## config.mk

```make
export PLATFORM = sky130hd
export DESIGN_NAME = risc_ctrl_decoder
export DESIGN_NICKNAME = d
export VERILOG_FILES = /design/src/rtl/rdec_pkg.sv /design/src/rtl/rdec_fields.sv /design/src/rtl/rdec_funct_dec.sv /design/src/rtl/rdec_opcode_dec.sv /design/src/rtl/rdec_imm_ext.sv /design/src/rtl/risc_ctrl_decoder.sv
export SDC_FILE = /design/constraint.sdc
export NUM_CORES = 1
export LEC_CHECK = 0
export ABC_AREA = 1
export BUFFER_PORTS_ARGS = -buffer_cell sky130_fd_sc_hd__buf_2
export CAP_MARGIN = 0
export CORE_UTILIZATION = 33
export DETAILED_ROUTE_END_ITERATION = 7
export PLACE_DENSITY = 0.8
export SLEW_MARGIN = 20
export SYNTH_ARGS = -nofsm -noshare
export SYNTH_HDL_FRONTEND = slang
export SYNTH_SLANG_ARGS = --single-unit
```

## constraint.sdc

```tcl
create_clock -name vclk -period 2.45
set_clock_uncertainty 0.2 [all_clocks]
set_input_delay 0.3675 -clock vclk [all_inputs]
set_output_delay 0.3675 -clock vclk [all_outputs]
set_load 0.1 [all_outputs]
```

## src/rtl/rdec_pkg.sv

```systemverilog
package rdec_pkg;

    localparam int unsigned INSTR_W = 32;
    localparam int unsigned OPC_W   = 6;
    localparam int unsigned FN_W    = 6;
    localparam int unsigned RA_W    = 5;
    localparam int unsigned IMM_W   = 16;
    localparam int unsigned TGT_W   = 26;

    localparam logic [OPC_W-1:0] OPC_REG   = 6'd0;
    localparam logic [OPC_W-1:0] OPC_JMP   = 6'd2;
    localparam logic [OPC_W-1:0] OPC_JAL   = 6'd3;
    localparam logic [OPC_W-1:0] OPC_BEQ   = 6'd4;
    localparam logic [OPC_W-1:0] OPC_BNE   = 6'd5;
    localparam logic [OPC_W-1:0] OPC_ADDI  = 6'd8;
    localparam logic [OPC_W-1:0] OPC_SLTI  = 6'd10;
    localparam logic [OPC_W-1:0] OPC_ORI   = 6'd13;
    localparam logic [OPC_W-1:0] OPC_LUI   = 6'd15;
    localparam logic [OPC_W-1:0] OPC_LDB   = 6'd32;
    localparam logic [OPC_W-1:0] OPC_LDW   = 6'd35;
    localparam logic [OPC_W-1:0] OPC_STB   = 6'd40;
    localparam logic [OPC_W-1:0] OPC_STW   = 6'd43;

    localparam logic [FN_W-1:0]  FN_JREG   = 6'd8;
    localparam logic [FN_W-1:0]  FN_ADD    = 6'd32;
    localparam logic [FN_W-1:0]  FN_SUB    = 6'd34;
    localparam logic [FN_W-1:0]  FN_SLT    = 6'd42;

    typedef enum logic [2:0] {
        ALU_ADD   = 3'd0,
        ALU_SUB   = 3'd1,
        ALU_OR    = 3'd2,
        ALU_SLT   = 3'd3,
        ALU_PASSB = 3'd4
    } alu_op_e;

    typedef enum logic [1:0] {
        EXT_SIGN  = 2'd0,
        EXT_ZERO  = 2'd1,
        EXT_UPPER = 2'd2
    } ext_mode_e;

    typedef enum logic [1:0] {
        DST_RD   = 2'd0,
        DST_RT   = 2'd1,
        DST_LINK = 2'd2
    } dst_sel_e;

    typedef struct packed {
        logic      reg_we;
        dst_sel_e  dst_sel;
        alu_op_e   alu_op;
        logic      alu_src_imm;
        ext_mode_e ext_mode;
        logic      mem_rd;
        logic      mem_wr;
        logic      mem_byte;
        logic      br_eq;
        logic      br_ne;
        logic      jump;
        logic      jump_reg;
        logic      link;
    } ctrl_t;

    localparam ctrl_t CTRL_IDLE = '{
        reg_we:      1'b0,
        dst_sel:     DST_RD,
        alu_op:      ALU_ADD,
        alu_src_imm: 1'b0,
        ext_mode:    EXT_SIGN,
        mem_rd:      1'b0,
        mem_wr:      1'b0,
        mem_byte:    1'b0,
        br_eq:       1'b0,
        br_ne:       1'b0,
        jump:        1'b0,
        jump_reg:    1'b0,
        link:        1'b0
    };

endpackage

```

## src/rtl/rdec_fields.sv

```systemverilog
module rdec_fields #(
    parameter int unsigned INSTR_W = 32,
    parameter int unsigned OPC_W   = 6,
    parameter int unsigned FN_W    = 6,
    parameter int unsigned RA_W    = 5,
    parameter int unsigned IMM_W   = 16,
    parameter int unsigned TGT_W   = 26
) (
    input  logic [INSTR_W-1:0] instr_i,
    output logic [OPC_W-1:0]   opcode_o,
    output logic [RA_W-1:0]    rs_o,
    output logic [RA_W-1:0]    rt_o,
    output logic [RA_W-1:0]    rd_o,
    output logic [RA_W-1:0]    shamt_o,
    output logic [FN_W-1:0]    funct_o,
    output logic [IMM_W-1:0]   imm_o,
    output logic [TGT_W-1:0]   target_o
);
    // Field boundaries counted down from the top of the word.
    localparam int unsigned OPC_LSB = INSTR_W - OPC_W;
    localparam int unsigned RS_LSB  = OPC_LSB - RA_W;
    localparam int unsigned RT_LSB  = RS_LSB - RA_W;
    localparam int unsigned RD_LSB  = RT_LSB - RA_W;
    localparam int unsigned SH_LSB  = RD_LSB - RA_W;

    assign opcode_o = instr_i[OPC_LSB +: OPC_W];
    assign rs_o     = instr_i[RS_LSB  +: RA_W];
    assign rt_o     = instr_i[RT_LSB  +: RA_W];
    assign rd_o     = instr_i[RD_LSB  +: RA_W];
    assign shamt_o  = instr_i[SH_LSB  +: RA_W];
    assign funct_o  = instr_i[0 +: FN_W];
    assign imm_o    = instr_i[0 +: IMM_W];
    assign target_o = instr_i[0 +: TGT_W];
endmodule

```

## src/rtl/rdec_funct_dec.sv

```systemverilog
module rdec_funct_dec
    import rdec_pkg::*;
(
    input  logic [FN_W-1:0] funct_i,
    output ctrl_t           ctrl_o,
    output logic            hit_o
);
    ctrl_t ctrl_d;
    logic  hit_d;

    always_comb begin
        ctrl_d = CTRL_IDLE;
        hit_d  = 1'b1;
        unique case (funct_i)
            FN_ADD: begin
                ctrl_d.reg_we  = 1'b1;
                ctrl_d.dst_sel = DST_RD;
                ctrl_d.alu_op  = ALU_ADD;
            end
            FN_SUB: begin
                ctrl_d.reg_we  = 1'b1;
                ctrl_d.dst_sel = DST_RD;
                ctrl_d.alu_op  = ALU_SUB;
            end
            FN_SLT: begin
                ctrl_d.reg_we  = 1'b1;
                ctrl_d.dst_sel = DST_RD;
                ctrl_d.alu_op  = ALU_SLT;
            end
            FN_JREG: begin
                ctrl_d.jump_reg = 1'b1;
            end
            default: begin
                hit_d = 1'b0;
            end
        endcase
    end

    assign ctrl_o = ctrl_d;
    assign hit_o  = hit_d;
endmodule

```

## src/rtl/rdec_opcode_dec.sv

```systemverilog
module rdec_opcode_dec
    import rdec_pkg::*;
(
    input  logic [OPC_W-1:0] opcode_i,
    output ctrl_t            ctrl_o,
    output logic             hit_o,
    output logic             regfmt_o
);
    ctrl_t ctrl_d;
    logic  hit_d;
    logic  regfmt_d;

    always_comb begin
        ctrl_d   = CTRL_IDLE;
        hit_d    = 1'b1;
        regfmt_d = 1'b0;
        unique case (opcode_i)
            OPC_REG: begin
                regfmt_d = 1'b1;
                hit_d    = 1'b0;
            end
            OPC_ADDI, OPC_SLTI, OPC_ORI: begin
                ctrl_d.reg_we      = 1'b1;
                ctrl_d.dst_sel     = DST_RT;
                ctrl_d.alu_src_imm = 1'b1;
                if (opcode_i == OPC_ORI) begin
                    ctrl_d.alu_op   = ALU_OR;
                    ctrl_d.ext_mode = EXT_ZERO;
                end else if (opcode_i == OPC_SLTI) begin
                    ctrl_d.alu_op   = ALU_SLT;
                end else begin
                    ctrl_d.alu_op   = ALU_ADD;
                end
            end
            OPC_LUI: begin
                ctrl_d.reg_we      = 1'b1;
                ctrl_d.dst_sel     = DST_RT;
                ctrl_d.alu_src_imm = 1'b1;
                ctrl_d.alu_op      = ALU_PASSB;
                ctrl_d.ext_mode    = EXT_UPPER;
            end
            OPC_LDW, OPC_LDB: begin
                ctrl_d.reg_we      = 1'b1;
                ctrl_d.dst_sel     = DST_RT;
                ctrl_d.alu_src_imm = 1'b1;
                ctrl_d.mem_rd      = 1'b1;
                ctrl_d.mem_byte    = (opcode_i == OPC_LDB);
            end
            OPC_STW, OPC_STB: begin
                ctrl_d.alu_src_imm = 1'b1;
                ctrl_d.mem_wr      = 1'b1;
                ctrl_d.mem_byte    = (opcode_i == OPC_STB);
            end
            OPC_BEQ, OPC_BNE: begin
                ctrl_d.alu_op = ALU_SUB;
                ctrl_d.br_eq  = (opcode_i == OPC_BEQ);
                ctrl_d.br_ne  = (opcode_i == OPC_BNE);
            end
            OPC_JMP: begin
                ctrl_d.jump = 1'b1;
            end
            OPC_JAL: begin
                ctrl_d.jump    = 1'b1;
                ctrl_d.link    = 1'b1;
                ctrl_d.reg_we  = 1'b1;
                ctrl_d.dst_sel = DST_LINK;
            end
            default: begin
                hit_d = 1'b0;
            end
        endcase
    end

    assign ctrl_o   = ctrl_d;
    assign hit_o    = hit_d;
    assign regfmt_o = regfmt_d;
endmodule

```

## src/rtl/rdec_imm_ext.sv

```systemverilog
module rdec_imm_ext
    import rdec_pkg::*;
#(
    parameter int unsigned XLEN     = 32,
    parameter int unsigned IMM_BITS = 16
) (
    input  logic [IMM_BITS-1:0] imm_i,
    input  ext_mode_e           mode_i,
    output logic [XLEN-1:0]     ext_o
);
    localparam int unsigned PAD_W = XLEN - IMM_BITS;

    logic [XLEN-1:0] ext_d;

    always_comb begin
        ext_d = '0;
        unique case (mode_i)
            EXT_ZERO:  ext_d = {{PAD_W{1'b0}}, imm_i};
            EXT_UPPER: ext_d[XLEN-1 -: IMM_BITS] = imm_i;
            default:   ext_d = {{PAD_W{imm_i[IMM_BITS-1]}}, imm_i};
        endcase
    end

    assign ext_o = ext_d;

    always_comb begin
        // upper mode leaves the low part clear
        a_r6_upper_low_clear: assert (mode_i != EXT_UPPER || ext_d[PAD_W-1:0] == '0)
            else $error("upper-mode immediate has nonzero low bits");
        // low part always carries the raw field outside upper mode
        a_r6_low_is_field: assert (mode_i == EXT_UPPER || ext_d[IMM_BITS-1:0] == imm_i)
            else $error("extended immediate lost its low field");
    end
endmodule

```

## src/rtl/risc_ctrl_decoder.sv

```systemverilog
module risc_ctrl_decoder
    import rdec_pkg::*;
#(
    parameter int unsigned XLEN     = 32,
    parameter int unsigned LINK_IDX = 31
) (
    input  logic [INSTR_W-1:0] instr_i,
    output logic [RA_W-1:0]    rs_addr_o,
    output logic [RA_W-1:0]    rt_addr_o,
    output logic [RA_W-1:0]    dst_addr_o,
    output logic [RA_W-1:0]    shamt_o,
    output logic [XLEN-1:0]    imm_ext_o,
    output logic [TGT_W-1:0]   jtarget_o,
    output logic               reg_we_o,
    output logic [1:0]         dst_sel_o,
    output logic [2:0]         alu_op_o,
    output logic               alu_src_imm_o,
    output logic [1:0]         imm_mode_o,
    output logic               mem_rd_o,
    output logic               mem_wr_o,
    output logic               mem_byte_o,
    output logic               br_eq_o,
    output logic               br_ne_o,
    output logic               jump_o,
    output logic               jump_reg_o,
    output logic               link_o,
    output logic               illegal_o
);
    localparam logic [RA_W-1:0] LINK_ADDR = RA_W'(LINK_IDX);

    logic [OPC_W-1:0] opcode;
    logic [RA_W-1:0]  rs, rt, rd, shamt;
    logic [FN_W-1:0]  funct;
    logic [IMM_W-1:0] imm;
    logic [TGT_W-1:0] target;

    ctrl_t op_ctrl, fn_ctrl, ctrl_d;
    logic  op_hit, fn_hit, regfmt;
    logic  legal_d;
    logic [RA_W-1:0] dst_d;

    rdec_fields #(
        .INSTR_W(INSTR_W), .OPC_W(OPC_W), .FN_W(FN_W),
        .RA_W(RA_W), .IMM_W(IMM_W), .TGT_W(TGT_W)
    ) u_fields (
        .instr_i  (instr_i),
        .opcode_o (opcode),
        .rs_o     (rs),
        .rt_o     (rt),
        .rd_o     (rd),
        .shamt_o  (shamt),
        .funct_o  (funct),
        .imm_o    (imm),
        .target_o (target)
    );

    rdec_opcode_dec u_opdec (
        .opcode_i (opcode),
        .ctrl_o   (op_ctrl),
        .hit_o    (op_hit),
        .regfmt_o (regfmt)
    );

    rdec_funct_dec u_fndec (
        .funct_i (funct),
        .ctrl_o  (fn_ctrl),
        .hit_o   (fn_hit)
    );

    // Merge the two decoders; anything unrecognised collapses to idle.
    always_comb begin
        legal_d = regfmt ? fn_hit : op_hit;
        ctrl_d  = CTRL_IDLE;
        if (legal_d) begin
            ctrl_d = regfmt ? fn_ctrl : op_ctrl;
        end
        unique case (ctrl_d.dst_sel)
            DST_RT:   dst_d = rt;
            DST_LINK: dst_d = LINK_ADDR;
            default:  dst_d = rd;
        endcase
    end

    rdec_imm_ext #(
        .XLEN(XLEN), .IMM_BITS(IMM_W)
    ) u_immext (
        .imm_i  (imm),
        .mode_i (ctrl_d.ext_mode),
        .ext_o  (imm_ext_o)
    );

    assign rs_addr_o     = rs;
    assign rt_addr_o     = rt;
    assign dst_addr_o    = dst_d;
    assign shamt_o       = shamt;
    assign jtarget_o     = target;
    assign reg_we_o      = ctrl_d.reg_we;
    assign dst_sel_o     = ctrl_d.dst_sel;
    assign alu_op_o      = ctrl_d.alu_op;
    assign alu_src_imm_o = ctrl_d.alu_src_imm;
    assign imm_mode_o    = ctrl_d.ext_mode;
    assign mem_rd_o      = ctrl_d.mem_rd;
    assign mem_wr_o      = ctrl_d.mem_wr;
    assign mem_byte_o    = ctrl_d.mem_byte;
    assign br_eq_o       = ctrl_d.br_eq;
    assign br_ne_o       = ctrl_d.br_ne;
    assign jump_o        = ctrl_d.jump;
    assign jump_reg_o    = ctrl_d.jump_reg;
    assign link_o        = ctrl_d.link;
    assign illegal_o     = !legal_d;

    always_comb begin
        // an illegal word has no side effect at all
        a_r11_illegal_quiet: assert (!illegal_o || !(reg_we_o | mem_rd_o | mem_wr_o |
                                      br_eq_o | br_ne_o | jump_o | jump_reg_o | link_o))
            else $error("illegal instruction drives a control flag");
        // stores never write a register and never read memory
        a_r8_store_exclusive: assert (!mem_wr_o || (!reg_we_o && !mem_rd_o))
            else $error("store overlaps a register write or memory read");
        // at most one control-flow change per word
        a_r9_flow_onehot: assert ($onehot0({br_eq_o, br_ne_o, jump_reg_o, jump_o & !link_o, link_o}))
            else $error("more than one control-flow flag");
        // linking always writes the link register through a jump
        a_r10_link_target: assert (!link_o || (jump_o && reg_we_o && dst_addr_o == LINK_ADDR))
            else $error("link without a jump or write to the link register");
        // source fields pass through untouched
        a_r1_src_fields: assert (rs_addr_o == instr_i[25:21] && rt_addr_o == instr_i[20:16])
            else $error("source register fields misplaced");
        // byte size only accompanies a memory access
        a_r7_byte_needs_mem: assert (!mem_byte_o || mem_rd_o || mem_wr_o)
            else $error("byte size flagged without a memory access");
    end
endmodule

```

==> results of run 1 <==
-- logic make-up after synthesis --
kind of cell	share of synthesized area, %
adder cells (fa/ha/maj)	3.832
AND/OR/NAND/NOR	35.76
AO/OA/AOI/OAI	12.77
buffers and inverters	47.64
-- synthesized netlist by cell type --
cell type and count:
o21ai_0 15, nor3_1 1, inv_2 3, a21oi_1 1, nor2_2 4, buf_4 42, nand3_2 2, a22oi_1 5
nor2_4 1, o31ai_1 1, nor2_1 32, nand2_1 25, nand4_1 3, nor4_1 1, clkbuf_1 1, buf_2 1
buf_1 2, inv_1 33, ha_1 3, nand3_1 10
-- through the flow --
stage               area [sq um]  hold WS (ns)  instances  setup slack, ns  setup TNS (ns)
floorplan                   1578        0.6524        186          -0.7129          -13.07
global placement            2567        0.5367        297         -0.01711        -0.07789
detailed placement          2567        0.5367        297          -0.2475          -3.130
CTS                         2716        0.5367        304       -0.0009446       -0.001006
-- repair_timing --
action	in CTS
setup endpoints to repair	20
gates resized for setup	22
buffers inserted	7
pin swaps	14
hold endpoints to repair	0
gates cloned	1
==> flow_summary.yaml, run 1 <==
run_status:
  outcome: "stopped before the end"
  stop_stage: "5_1_grt"
  tool.error: "[ERROR DPL-0038] Utilization greater than 100%, impossible to legalize"
synthesis:
  ys_types: 20
  yosysWarnings: 0
  synth_area_leader_cell: "buf_4"
  synth.top_cell.area_share_pct: 32.18
  syn_nets: 221
  synthesis.area_sq_um: 979.7
  synthCells: 186
  synthTopCellsByArea: "buf_4 32%, inv_1 13%, nor2_1 12%, nand2_1 9.6%, o21ai_0 7.7%"
  avgSynthCellArea_sq_um: 5.267
  yosysSeqAreaShare_pct: 0
floorplan:
  die_w_um: 56.49
  start_util_pct: 35.22
  ioPinCount: 128
  rows: 19
  die_y_um: 56.49
sta:
  crit_endpoint: "dst_addr_o[1]"
  worstEpCategory: "primary output"
placed_design:
  place_congestion: 0.9152
  hpwl_um: 4669
  io_buffer_count: 113
global_route:
  grt_max_degree: 17
clock_network:
  cts_hold_buf: 0
==> run 2, diff against run 1 <==
--- a/config.mk
+++ b/config.mk
@@ -8,9 +8,10 @@
 export ABC_AREA = 1
 export BUFFER_PORTS_ARGS = -buffer_cell sky130_fd_sc_hd__buf_2
 export CAP_MARGIN = 0
-export CORE_UTILIZATION = 33
+export CORE_AREA = 2 2 63 65
 export DETAILED_ROUTE_END_ITERATION = 7
-export PLACE_DENSITY = 0.8
+export DIE_AREA = 0 0 65 67
+export PLACE_DENSITY_LB_ADDON = 0.15
 export SLEW_MARGIN = 20
 export SYNTH_ARGS = -nofsm -noshare
 export SYNTH_HDL_FRONTEND = slang
==> run 2 against run 1 <==
Net effect: the flow now finishes, with violations (negative setup slack); synthesized cell count unchanged; area after synthesis is the same.
==> flow_summary.yaml, run 2 <==
synthesis:
  synth_area_leader_cell: "buf_4"
  yosysWarnings: 0
  synth.top_cell.area_share_pct: 32.18
  ys_top_cells_by_count: "42 x buf_4, 33 x inv_1, 32 x nor2_1, 25 x nand2_1, 15 x o21ai_0"
  synthAdderAreaFrac_pct: 3.831
  synth_top_family_by_area: "buffers and inverters"
  yosysSeqAreaShare_pct: 0
  avgSynthCellArea_sq_um: 5.267
  syn_nets: 221
  synth_xor_area_share_pct: 0
  ys_types: 20
  synthTopCellsByArea: "buf_4 32%, inv_1 13%, nor2_1 12%, nand2_1 9.6%, o21ai_0 7.7%"
  synthSimpleGateAreaFrac_pct: 35.76
  synth_compound_area_share_pct: 12.77
  synth.most_common_cell: "buf_4"
  synthesis.area_sq_um: 979.7
  synthMuxAreaShare_pct: 0
  synthCells: 186
setup_path:
  crit_path_start_kind: "input port"
  cpMostUsedCell: "buf_12"
  slowest_delay_ns: 0.23
  crit_arrival_ns: 1.90
  endpoint_kind: "output pin"
  worstPathMaxFanout: 6
  worstPathCellList: "buf_2 > nor2_4 > nand3_2 > nand2_2 > inv_2 > nand2_8 > ha_4 > buf_12 > a22oi_2 > buf_12"
  critical_path.slowest_cell: "a22oi_2"
  cp.required_ns: 1.88
  critPathLaunch: "instr_i[31]"
  crit_type: "in2out"
floorplan:
  ioPinCount: 128
  die_area_sq_mm: 0.004355
  start_util_pct: 27.17
  die_y_um: 67
  die_w_um: 65
  core_area_sq_mm: 0.003606
  rows: 22
sta:
  slew_violations: 0
  tightest_slew_ns: 0.4958
  finalCritPeriodShare_pct: 100.7
  finalSetupViolCount: 1
  worst_slack_ns: -0.01707
  max_freq_mhz: 405.3
  hold_violations: 0
  holdWs_ns: 0.5351
  period_needed_ns: 2.467
  rsz0062_at_grt: "yes"
  relSlewSlack_pct: 67.18
global_route:
  grt_pass1_vias: 1367
  grt_pass1_wl_um: 6216
  grt_antenna_before_repair: 0
  grtUsageTotal_pct: 17.33
  grt_max_degree: 18
  gr-total-overflow: 0
worst_hold_path:
  hold_class: "in2out"
  worstHoldStart: "instr_i[25]"
detailed_routing:
  wl_met2_um: 2286
  vias_per_cell: 4.402
  top_layer: "met4"
  wire_per_inst_um: 12.66
  wl_met3_um: 340
  num_vias: 1413
  drc_errors: 0
  postRouteAntennaNets: 0
  initialDrtViolationCount: 25
  firstDrtPassIters: 4
  drt_wl_total_um: 4064
  m1WireLength_um: 1422
run:
  max_cap_violations: 0
finish:
  seq_area_sq_um: 0
  drive_gt1_share_pct: 76.19
  area_growth_pct: 178.7
  seq_cells: 0
  final_common_cell: "buf_2"
  finalNetCount: 310
  fin_area_sq_mm: 0.002730
  nClkBuffers: 0
  mostFrequentLayoutCells: "63 x buf_2, 49 x buf_12, 28 x inv_1, 24 x nor2_4, 18 x buf_4"
  stdcell_count: 321
  n_antenna_cell: 0
run_status:
  violations: "negative setup slack"
  outcome: "finished, violations left"
placed_design:
  io_buffer_count: 113
  post-place-ws_ns: -0.05839
  hpwl_um: 3445
  place_congestion: 0.8613
  placedInstanceArea_sq_mm: 0.002646
  place_inst: 316
power_and_ir_drop:
  p_per_area_mw_per_mm2: 369.6
  peakVddDrop_mv: 0.1813
  p_leak_uw: 0.001284
==> run 2: final cells by class <==
class / count / area, sq um
inverters: 36 / 153.9
fillers: 240 / 875.8
multi-input cells: 105 / 1070
repair buffers: 132 / 1446
well taps: 48 / 60.06
==> run 2: where the power goes <==
part | internal, uW | leakage (uW) | switching, uW
logic | 285 | 0.00128 | 724
clock network | 0 | 0 | 0
registers | 0 | 0 | 0
==> run 2: kinds of logic after synthesis <==
group | count (synthesis)
AOI/OAI and AO/OA | 22
adders and majority gates | 3
buffers and inverters | 82
and+or+nand+nor | 79
==> run 2: final timing paths <==
check | endpoint | slack (ns) | cells after the start
max | dst_addr_o[2] | -0.02 | 10
min | jtarget_o[25] | 0.54 | 0
==> run 2: through the flow <==
| step | TNS (ns) | util (%) | power, uW |
|---|---|---|---|
| global placement | -0.09207 | 73.39 | 996.5 |
| floorplan | -13.07 | - | 816.3 |
| global route | -0.1569 | 75.71 | 1038 |
| finish | -0.01707 | 75.71 | 1009 |
| detailed placement | -0.6764 | 73.39 | 1003 |
| CTS | 0 | 74.67 | 1010 |
==> run 2: routing by layer <==
metal / GRT usage (%) / vias up
li1: - / 705
met4: 1.862 / 0
met5: 0 / -
met3: 3.209 / 4
met1: 18.80 / 640
met2: 35.31 / 64
==> run 2: worst max-delay path, delay by kind of cell <==
family,cells,cell delay (ns)
simple gates,4,0.55
buf+inv,4,0.53
compound gates,1,0.23
fa+ha+maj,1,0.22
==> run 2: repair_timing <==
item                       in CTS  in global routing
pin swaps                       5                  2
buffers inserted                3                  1
hold buffers                    0                  0
resized for setup               6                  5
hold endpoints to repair        0                  0
gates cloned                    0                  1
setup endpoints to repair      20                 17
Note: power is estimated with default switching activity, not from simulation.
